[src/rtl/call_trap_pkg.sv]
package call_trap_pkg;

    localparam int CC_W        = 4;
    localparam int R_W         = 4;
    localparam int OPC_W       = 8;
    localparam int AI_FROM_MSB = 9;
    localparam logic [7:0] VEC_BASE = 8'h48;
    localparam logic [7:0] OPC_SAVE = 8'h13;

    localparam int OFS_OLD_LO = 0;
    localparam int OFS_OLD_HI = 1;
    localparam int OFS_NEW_LO = 2;
    localparam int OFS_NEW_HI = 3;
    localparam int OFS_REGS   = 4;

    typedef enum logic [2:0] {
        S_IDLE,
        S_VEC,
        S_OLD0,
        S_OLD1,
        S_REGS,
        S_NEW0,
        S_NEW1,
        S_FIX
    } seq_state_t;

    function automatic logic [7:0] vec_byte(input logic [1:0] sel);
        return VEC_BASE + {6'd0, sel};
    endfunction

    function automatic logic [CC_W-1:0] merge_cc(input logic [CC_W-1:0] cc,
                                                 input logic [R_W-1:0]  r);
        return cc | r;
    endfunction

endpackage

[src/rtl/ctrap_capture.sv]
module ctrap_capture
    import call_trap_pkg::*;
#(
    parameter int PCW = 17,
    parameter int DW  = 32
) (
    input  logic            clk,
    input  logic            rst,
    input  logic            take,
    input  logic [1:0]      call_sel,
    input  logic [R_W-1:0]  call_r,
    input  logic [PCW-1:0]  cur_pc,
    input  logic [CC_W-1:0] cur_cc,
    input  logic [DW-1:0]   cur_mode,
    output logic [1:0]      cap_sel,
    output logic [R_W-1:0]  cap_r,
    output logic [PCW-1:0]  ret_pc,
    output logic [CC_W-1:0] cap_cc,
    output logic [DW-1:0]   cap_mode
);

    always_ff @(posedge clk) begin
        if (rst) begin
            cap_sel  <= '0;
            cap_r    <= '0;
            ret_pc   <= '0;
            cap_cc   <= '0;
            cap_mode <= '0;
        end else if (take) begin
            cap_sel  <= call_sel;
            cap_r    <= call_r;
            ret_pc   <= cur_pc + PCW'(1);
            cap_cc   <= cur_cc;
            cap_mode <= cur_mode;
        end
    end

endmodule

[src/rtl/ctrap_seq.sv]
module ctrap_seq
    import call_trap_pkg::*;
#(
    parameter int DW   = 32,
    parameter int AW   = 17,
    parameter int PCW  = 17,
    parameter int NREG = 16,
    localparam int IW  = (NREG > 1) ? $clog2(NREG) : 1
) (
    input  logic            clk,
    input  logic            rst,
    input  logic            start,
    input  logic [1:0]      cap_sel,
    input  logic [PCW-1:0]  ret_pc,
    input  logic [CC_W-1:0] cap_cc,
    input  logic [DW-1:0]   cap_mode,
    input  logic [DW-1:0]   reg_data,
    input  logic [DW-1:0]   mem_rdata,
    input  logic            mem_ack,
    output logic            busy,
    output logic            fix,
    output logic            mem_req,
    output logic            mem_we,
    output logic [AW-1:0]   mem_addr,
    output logic [DW-1:0]   mem_wdata,
    output logic [IW-1:0]   reg_idx,
    output logic            ai_q,
    output logic [CC_W-1:0] ld_cc_q,
    output logic [PCW-1:0]  ld_pc_q,
    output logic [DW-1:0]   ld_hi_q
);

    localparam int AI_POS = DW - 1 - AI_FROM_MSB;

    seq_state_t          state;
    logic [AW-1:0]       ptr_q;
    logic [OPC_W-1:0]    opc_q;
    logic [IW-1:0]       idx_q;
    logic [DW-1:0]       old_word;
    logic                save_mode;
    logic                last_reg;

    assign save_mode = (opc_q == OPC_SAVE);
    assign last_reg  = (idx_q == IW'(NREG - 1));
    assign busy      = (state != S_IDLE);
    assign fix       = (state == S_FIX);
    assign reg_idx   = idx_q;

    always_comb begin
        old_word = '0;
        old_word[DW-1 -: CC_W] = cap_cc;
        old_word[PCW-1:0]      = ret_pc;
    end

    always_comb begin
        mem_req   = 1'b0;
        mem_we    = 1'b0;
        mem_addr  = '0;
        mem_wdata = '0;
        unique case (state)
            S_VEC: begin
                mem_req  = 1'b1;
                mem_addr = AW'(vec_byte(cap_sel));
            end
            S_OLD0: begin
                mem_req   = 1'b1;
                mem_we    = 1'b1;
                mem_addr  = ptr_q + AW'(OFS_OLD_LO);
                mem_wdata = old_word;
            end
            S_OLD1: begin
                mem_req   = 1'b1;
                mem_we    = 1'b1;
                mem_addr  = ptr_q + AW'(OFS_OLD_HI);
                mem_wdata = cap_mode;
            end
            S_REGS: begin
                mem_req   = 1'b1;
                mem_we    = 1'b1;
                mem_addr  = ptr_q + AW'(OFS_REGS) + AW'(idx_q);
                mem_wdata = reg_data;
            end
            S_NEW0: begin
                mem_req  = 1'b1;
                mem_addr = ptr_q + AW'(OFS_NEW_LO);
            end
            S_NEW1: begin
                mem_req  = 1'b1;
                mem_addr = ptr_q + AW'(OFS_NEW_HI);
            end
            default: ;
        endcase
    end

    always_ff @(posedge clk) begin
        if (rst) begin
            state   <= S_IDLE;
            ptr_q   <= '0;
            opc_q   <= '0;
            ai_q    <= 1'b0;
            idx_q   <= '0;
            ld_cc_q <= '0;
            ld_pc_q <= '0;
            ld_hi_q <= '0;
        end else begin
            unique case (state)
                S_IDLE: if (start) state <= S_VEC;
                S_VEC: if (mem_ack) begin
                    ptr_q <= mem_rdata[AW-1:0];
                    opc_q <= mem_rdata[DW-1 -: OPC_W];
                    ai_q  <= mem_rdata[AI_POS];
                    state <= S_OLD0;
                end
                S_OLD0: if (mem_ack) state <= S_OLD1;
                S_OLD1: if (mem_ack) begin
                    idx_q <= '0;
                    state <= save_mode ? S_REGS : S_NEW0;
                end
                S_REGS: if (mem_ack) begin
                    if (last_reg) begin
                        state <= S_NEW0;
                    end else begin
                        idx_q <= idx_q + IW'(1);
                    end
                end
                S_NEW0: if (mem_ack) begin
                    ld_cc_q <= mem_rdata[DW-1 -: CC_W];
                    ld_pc_q <= mem_rdata[PCW-1:0];
                    state   <= S_NEW1;
                end
                S_NEW1: if (mem_ack) begin
                    ld_hi_q <= mem_rdata;
                    state   <= S_FIX;
                end
                S_FIX:   state <= S_IDLE;
                default: state <= S_IDLE;
            endcase
        end
    end

endmodule

[src/rtl/ctrap_patch.sv]
module ctrap_patch
    import call_trap_pkg::*;
#(
    parameter int PCW = 17
) (
    input  logic            ai,
    input  logic [R_W-1:0]  r,
    input  logic [CC_W-1:0] ld_cc,
    input  logic [PCW-1:0]  ld_pc,
    output logic [CC_W-1:0] out_cc,
    output logic [PCW-1:0]  out_pc
);

    logic [PCW-1:0] r_ext;

    generate
        if (PCW > R_W) begin : g_wide
            assign r_ext = {{(PCW-R_W){1'b0}}, r};
        end else begin : g_narrow
            assign r_ext = r[PCW-1:0];
        end
    endgenerate

    assign out_cc = merge_cc(ld_cc, r);
    assign out_pc = ai ? (ld_pc + r_ext) : ld_pc;

endmodule

[src/rtl/call_trap_seq.sv]
module call_trap_seq
    import call_trap_pkg::*;
#(
    parameter int DW   = 32,
    parameter int AW   = 17,
    parameter int PCW  = 17,
    parameter int NREG = 16,
    localparam int IW  = (NREG > 1) ? $clog2(NREG) : 1
) (
    input  logic            clk,
    input  logic            rst,
    input  logic            call_valid,
    input  logic [1:0]      call_sel,
    input  logic [3:0]      call_r,
    input  logic [PCW-1:0]  cur_pc,
    input  logic [3:0]      cur_cc,
    input  logic [DW-1:0]   cur_mode,
    output logic            busy,
    output logic            done,
    output logic [PCW-1:0]  new_pc,
    output logic [3:0]      new_cc,
    output logic [DW-1:0]   new_mode,
    output logic [IW-1:0]   reg_idx,
    input  logic [DW-1:0]   reg_data,
    output logic            mem_req,
    output logic            mem_we,
    output logic [AW-1:0]   mem_addr,
    output logic [DW-1:0]   mem_wdata,
    input  logic [DW-1:0]   mem_rdata,
    input  logic            mem_ack
);

    logic            take;
    logic [1:0]      cap_sel;
    logic [R_W-1:0]  cap_r;
    logic [PCW-1:0]  ret_pc;
    logic [CC_W-1:0] cap_cc;
    logic [DW-1:0]   cap_mode;
    logic            fix;
    logic            ai_q;
    logic [CC_W-1:0] ld_cc_q;
    logic [PCW-1:0]  ld_pc_q;
    logic [DW-1:0]   ld_hi_q;
    logic [CC_W-1:0] patched_cc;
    logic [PCW-1:0]  patched_pc;

    assign take = call_valid && !busy;

    ctrap_capture #(.PCW(PCW), .DW(DW)) u_cap (
        .clk      (clk),
        .rst      (rst),
        .take     (take),
        .call_sel (call_sel),
        .call_r   (call_r),
        .cur_pc   (cur_pc),
        .cur_cc   (cur_cc),
        .cur_mode (cur_mode),
        .cap_sel  (cap_sel),
        .cap_r    (cap_r),
        .ret_pc   (ret_pc),
        .cap_cc   (cap_cc),
        .cap_mode (cap_mode)
    );

    ctrap_seq #(.DW(DW), .AW(AW), .PCW(PCW), .NREG(NREG)) u_seq (
        .clk       (clk),
        .rst       (rst),
        .start     (take),
        .cap_sel   (cap_sel),
        .ret_pc    (ret_pc),
        .cap_cc    (cap_cc),
        .cap_mode  (cap_mode),
        .reg_data  (reg_data),
        .mem_rdata (mem_rdata),
        .mem_ack   (mem_ack),
        .busy      (busy),
        .fix       (fix),
        .mem_req   (mem_req),
        .mem_we    (mem_we),
        .mem_addr  (mem_addr),
        .mem_wdata (mem_wdata),
        .reg_idx   (reg_idx),
        .ai_q      (ai_q),
        .ld_cc_q   (ld_cc_q),
        .ld_pc_q   (ld_pc_q),
        .ld_hi_q   (ld_hi_q)
    );

    ctrap_patch #(.PCW(PCW)) u_patch (
        .ai     (ai_q),
        .r      (cap_r),
        .ld_cc  (ld_cc_q),
        .ld_pc  (ld_pc_q),
        .out_cc (patched_cc),
        .out_pc (patched_pc)
    );

    always_ff @(posedge clk) begin
        if (rst) begin
            done     <= 1'b0;
            new_pc   <= '0;
            new_cc   <= '0;
            new_mode <= '0;
        end else begin
            done <= fix;
            if (fix) begin
                new_pc   <= patched_pc;
                new_cc   <= patched_cc;
                new_mode <= ld_hi_q;
            end
        end
    end

endmodule

[config.mk]
export PLATFORM = sky130hd
export DESIGN_NAME = call_trap_seq
export DESIGN_NICKNAME = d
export VERILOG_FILES = /design/src/rtl/call_trap_pkg.sv /design/src/rtl/ctrap_capture.sv /design/src/rtl/ctrap_seq.sv /design/src/rtl/ctrap_patch.sv /design/src/rtl/call_trap_seq.sv
export SDC_FILE = /design/constraint.sdc
export NUM_CORES = 1
export LEC_CHECK = 0
export BUFFER_PORTS_ARGS = -buffer_cell sky130_fd_sc_hd__buf_4
export CORE_MARGIN = 1
export CORE_UTILIZATION = 32
export CTS_BUF_LIST = sky130_fd_sc_hd__clkbuf_8 sky130_fd_sc_hd__clkbuf_16
export CTS_CLUSTER_DIAMETER = 40
export DETAILED_ROUTE_END_ITERATION = 6
export GPL_ROUTABILITY_DRIVEN = 0
export GPL_TIMING_DRIVEN = 0
export HOLD_SLACK_MARGIN = 0.08
export PLACE_DENSITY = 0.63
export SYNTH_ARGS = -nofsm -noshare
export SYNTH_HDL_FRONTEND = slang
export SYNTH_SLANG_ARGS = --single-unit
[constraint.sdc]
create_clock -name clk -period 3.36 [get_ports clk]
set_input_delay 0.168 -clock clk [delete_from_list [all_inputs] [get_ports clk]]
set_output_delay 0.168 -clock clk [all_outputs]
set_load 0.005 [all_outputs]
# After elaboration in Yosys (flattened, before gate mapping)
# Cells that the tools add are included.
# classes
add_sub_neg	9
mul	0
n_div	0
n_lt_le_gt_ge	0
n_eq_ne	18
shifts	0
n_mux	19
n_bitwise	1
reduce_logical	12
# ops
operator	n
$pmux W17 S6	1
$pmux W32 S3	1
$add A17 B1 Y17 const B	2
$add A17 B2 Y17 const B	2
$add A17 B4 Y17	2
$mux W3	8
$pmux W3 S8	1
$add A17 B3 Y17 const B	1
$mux W17	1
$ne A2 B2 Y1 const B	8
$eq A3 B3 Y1 const B	4
$mux W4	3
$add A7 B2 Y8 const A	1
$eq A8 B5 Y1 const B	1
$pmux W4 S2	1
$reduce_and A8 Y1	1
$eq A3 B2 Y1 const B	2
$reduce_and A2 Y1	3
$reduce_or A6 Y1	1
$add A4 B1 Y4 const B	1
$eq A4 B4 Y1 const B	1
$or A4 B4 Y4	1
$reduce_and A4 Y1	1
$eq A3 B1 Y1 const B	1
8 further kinds	10
# word_totals
ff_bits	199
latch_bits	0
ram_bits	0
rom_bits	0
inputBits	127
word_cells	76
mem_count	0

# Logic depth before layout (Yosys ltp)
# logic_depth
ltp_word	5
depth_mapped	11
mapped_depth_nobuf	10

# By module
# A second synthesis with hierarchy kept.
# unflattened
hier_cells	1195
area_unflattened_um2	9887.0
# modules_own_cells
module	instances	cells_each	area_per_inst_um2	seq_area_each_um2
ctrap_seq	1	727	5144.9	1721.7
ctrap_capture	1	235	2321.0	1181.1
call_trap_seq	1	174	1959.4	1081.0
ctrap_patch	1	59	461.7	0.0

# Worst setup path after synthesis
# Ideal clock, no wire load.
# synth_path
path_type	register to output
start	register u_seq.ptr_q[2]
end	output port mem_addr[11]
arrival_time_ns	2.387
required_ns	3.192
slack_ns	0.805
stages_incl_launch_ff	9
path_buffers	0
path_cell_list	dfxtp_1 -> inv_1 -> ha_1 -> fa_1 -> nand2b_1 -> a211oi_1 -> a31oi_1 -> o31ai_1 -> o31ai_1
# synth_via
elab_chain_len	3
elab_cells_between_ends	6
classes_between	5 x add/sub; 1 x mux
# synth_lines
item	line	text
start: declaration	ctrap_seq.sv:36	logic [AW-1:0] ptr_q;
start signal: assignment	ctrap_seq.sv:109	ptr_q <= mem_rdata[AW-1:0];
$add A17 B3 Y17	ctrap_seq.sv:80	mem_addr = ptr_q + AW'(OFS_REGS) + AW'(idx_q);
$add A17 B4 Y17	ctrap_seq.sv:80	
$pmux W17 S6 (*)	ctrap_seq.sv:60	unique case (state)
end: declaration	call_trap_seq.sv:27	output logic [AW-1:0] mem_addr,
# Mark *: on every way between the ends. The rest lies on a longest branch, timed or not.

# Worst setup path in the final report
# layout_path
start	register u_seq.state[0]
end	output port mem_addr[12]
# layout_via
elab_chain_len	2
elab_cells_between_ends	7
classes_between	6 x eq/ne; 1 x mux
# layout_lines
item	line	text
start: declaration	ctrap_seq.sv:35	seq_state_t state;
start signal: assignment	ctrap_seq.sv:117	state <= save_mode ? S_REGS : S_NEW0;
$eq A3 B3 Y1, or another cell as far along	ctrap_seq.sv:60	
$pmux W17 S6 (*)	ctrap_seq.sv:60	
# Marked as above.

==> results.md <==
* DRC viols at 0
* Status: finished clean
* Worst EP arrival at 3.07 ns
* Initial Util at 32.76%
* Via Count at 10274
* Yosys warns at 0
* Seq/Total Area, Yosys at 42.02%
* Most frequent cell after synthesis: nand2_1
* DRT iter0 DRCs at 867
* Synth Net Count at 1424
* CTS tree: yes
* Hold WC Path Type: in2reg
* Endpoints failing hold at 0
* Worst Path Max Fanout at 10
* Placement Setup Slack at 0.1106 ns
* Die footprint at 30320 um2
* Placeable Area at 28940 um2
* Post-DRT Antenna Nets at 0
* Yosys reg bits at 199
* Vias in the first global route at 9505
* # setup viols final at 0
* Post-Layout Cell Count at 2015
* Highest Clock Rate at 308.8 MHz
* Clock sink count at 199
* Bufs and invs on worst path at 3
* Number of flops mapped to enable cells by yosys at 0
* Dominant cells by area after synthesis: dfxtp_1 42%, nand2_1 16%, a21oi_1 9.5%, clkbuf_1 2.8%, ha_1 2.6%
* TritonCTS Buffers at 17
* DP Area at 11730 um2
* Fin crit period at 3.239 ns
* # IOs at 237
* DP Cell Count at 1894
* Port bufs at 235
* Clock root buffer: clkbuf_16
* Final period utilization at 96.39%
* FFs w/ async S/R, synth at 0%
* Cell variety after synth at 62
* Final instance area at 13310 um2
* Largest net degree at the start of global routing at 24
* Gr ovfl total at 0
* DP HPWL at 25430 um
* Synth Instances at 1275
* Die W at 174.1 um
* Clock slew at reported path FFs at 0.08 ns
* Max cap viols at 0
* RSZ-0062 raised after global routing: false
* Synth area leader: dfxtp_1
* CP Capture Type: output pin
* CP Class: reg2out
* Relative slew slack at 49.88%
* Max stage delay on crit path at 0.36 ns
* Final worst slack at 0.1212 ns
* Layout cell share with drive strength beyond 1 at 18.70%
* First-pass GRT wire length at 52630 um
* CP Data Required Time at 3.19 ns
* Post-synth top cells: 394 x nand2_1, 199 x dfxtp_1, 180 x a21oi_1, 71 x clkbuf_1, 62 x nor2_1
* Final setup skew at 0.01522 ns
* Number of nets in the layout at 1767
* Vias per inst at 5.099
* Ant diodes at 0
* Die Height at 174.1 um
* Slew Viols, Final at 0
* FP Rows at 62
* Worst setup SP type: register
* Slowest-stage cell, CP: dfxtp_1
* Total Routing Usage GR at 22.02%
* Peak supply drop at 0.2527 mV
* First drt pass iteration count at 5
* Family with the most delay on the worst path: compound AO/OA/AOI/OAI gates
* Pleak at 5.166 nW
* Cell Area, Synth at 9480 um2
* Power Dens Cells at 493.2 nW/um2
* Syn_area_per_cell at 7.436 um2
* Clk_lat worst skew at 0.45 ns
* Initial antenna violation count at 0
* Layout area overhead at 40.43%
* Setup TNS at 0 ns
* CP most frequent cell: buf_4
* DRT Wirelength at 33950 um
* H-tree depth at 4
* WL/cell at 16.85 um
* Synth Flop Type: dfxtp_1
* Maximum clock path buffer count at 2
* Area share of the largest cell type after synthesis at 42.02%
* Worst-margin pin slew at 0.7518 ns
* Critical-path cell list: inv_1 -> ha_2 -> buf_4 -> and2_1 -> xnor2_1 -> ha_1 -> a31oi_4 -> nor2_4 -> a2111o_1 -> o211ai_1 -> nand4_1 -> buf_4
metal layers:
layer,track usage (%),share of wire [%],vias to the layer above
li1,-,-,5087
met1,29.39,45,4808
met2,36.68,48,336
met3,3.434,5.5,43
met4,6.031,1.9,0
met5,0,0,-
path summary, 6_finish.rpt:
path	slack [ns]	to	from	cells past startpoint
worst min-delay path	0.09	u_cap.ret_pc[15]$_SDFFE_PP0P_	cur_pc[15]	3
worst max register to register	0.98	u_seq.opc_q[4]$_SDFFE_PP0P_	u_seq.state[1]$_SDFFE_PP0P_	9
worst max-delay path	0.12	mem_addr[12]	u_seq.state[0]$_SDFFE_PP0P_	12
worst min register to register	0.45	u_seq.opc_q[0]$_SDFFE_PP0P_	u_seq.opc_q[0]$_SDFFE_PP0P_	2
worst reg2reg max path: stages (launching register included):
cell,delay [ns]
dfxtp_1,0.34
inv_1,0.08
ha_1,0.13
buf_2,0.22
nor2b_1,0.37
and2_1,0.18
clkbuf_1,0.31
clkbuf_1,0.43
nand2_1,0.11
a21oi_1,0.14
logic make-up after synthesis:
group / synth area share (%)
xor gates and xnor gates: 2.679
AOI/OAI and AO/OA: 21.90
muxes: 0.4355
DFF: 42.02
and+or+nand+nor: 25.00
buffers and inverters: 4.910
adders and majority gates: 3.062
cell usage in the layout, fill, tap and decap left out, types with 7 or more instances in the layout:
cell type      instances
nand2_1              394
buf_4                240
dfxtp_1              196
a21oi_1              180
dlygate4sd3_1         85
clkbuf_1              69
nor2_1                60
a211oi_1              30
a22oi_1               22
inv_1                 19
nand3_1               19
ha_1                  19
nor3_1                18
xnor2_1               17
clkbuf_16             17
o21ai_0               16
buf_2                 15
nand4_1               12
xor2_1                12
buf_1                 11
a22o_1                11
o31ai_1               11
nor4_1                10
and2_1                 9
and3_1                 9
o21ai_1                9
a31oi_1                8
a311oi_1               7
sequential cells by signal (all words and copies together), names as in the netlist:
register	flops
u_seq.opc_q	8
u_seq.ptr_q	17
new_pc	17
u_seq.ld_pc_q	17
new_mode	32
u_cap.cap_cc	4
done	1
u_cap.ret_pc	17
u_seq.ld_cc_q	4
u_seq.ld_hi_q	32
u_seq.reg_idx	4
u_cap.cap_mode	32
u_seq.ai_q	1
u_cap.cap_sel	2
u_cap.cap_r	4
new_cc	4
u_seq.state	3
power breakdown:
group | internal [mW] | total (mW) | switching [mW]
clock | 1.04 | 2.15 | 1.11
sequential | 2.56 | 2.70 | 0.140
combinational | 0.680 | 1.72 | 1.04
total | 4.28 | 6.57 | 2.29
stage by stage:
step	total power, mW	utilization [%]	hold WS (ns)
after floorplan	3.646	-	0.2636
after global placement	4.326	40.52	0.3938
after detailed placement	4.350	40.52	0.3941
after CTS	6.590	45.80	0.08148
after global routing	6.902	46.01	0.09653
final	6.565	46.01	0.09275
layout make-up:
class	count	area (um2)
fill	2941	15620
timing repair buffer	324	2645
tap	384	480.5
multi-input combinational	957	5091
inverter	22	82.58
clock buffer	17	425.4
clock inverter	15	210.2
buffer	97	387.9
sequential	199	3990
what timing repair did:
item / 4_1_cts / 5_1_grt
endpoints found under the hold margin: 132 / 0
cloned: 0 / 0
pin swaps: 1 / 2
hold buffers: 85 / 0
buffers inserted: 2 / 2
setup endpoints to repair: 10 / 8
gates resized for setup: 7 / 12
(Power assumes the default switching activity.)
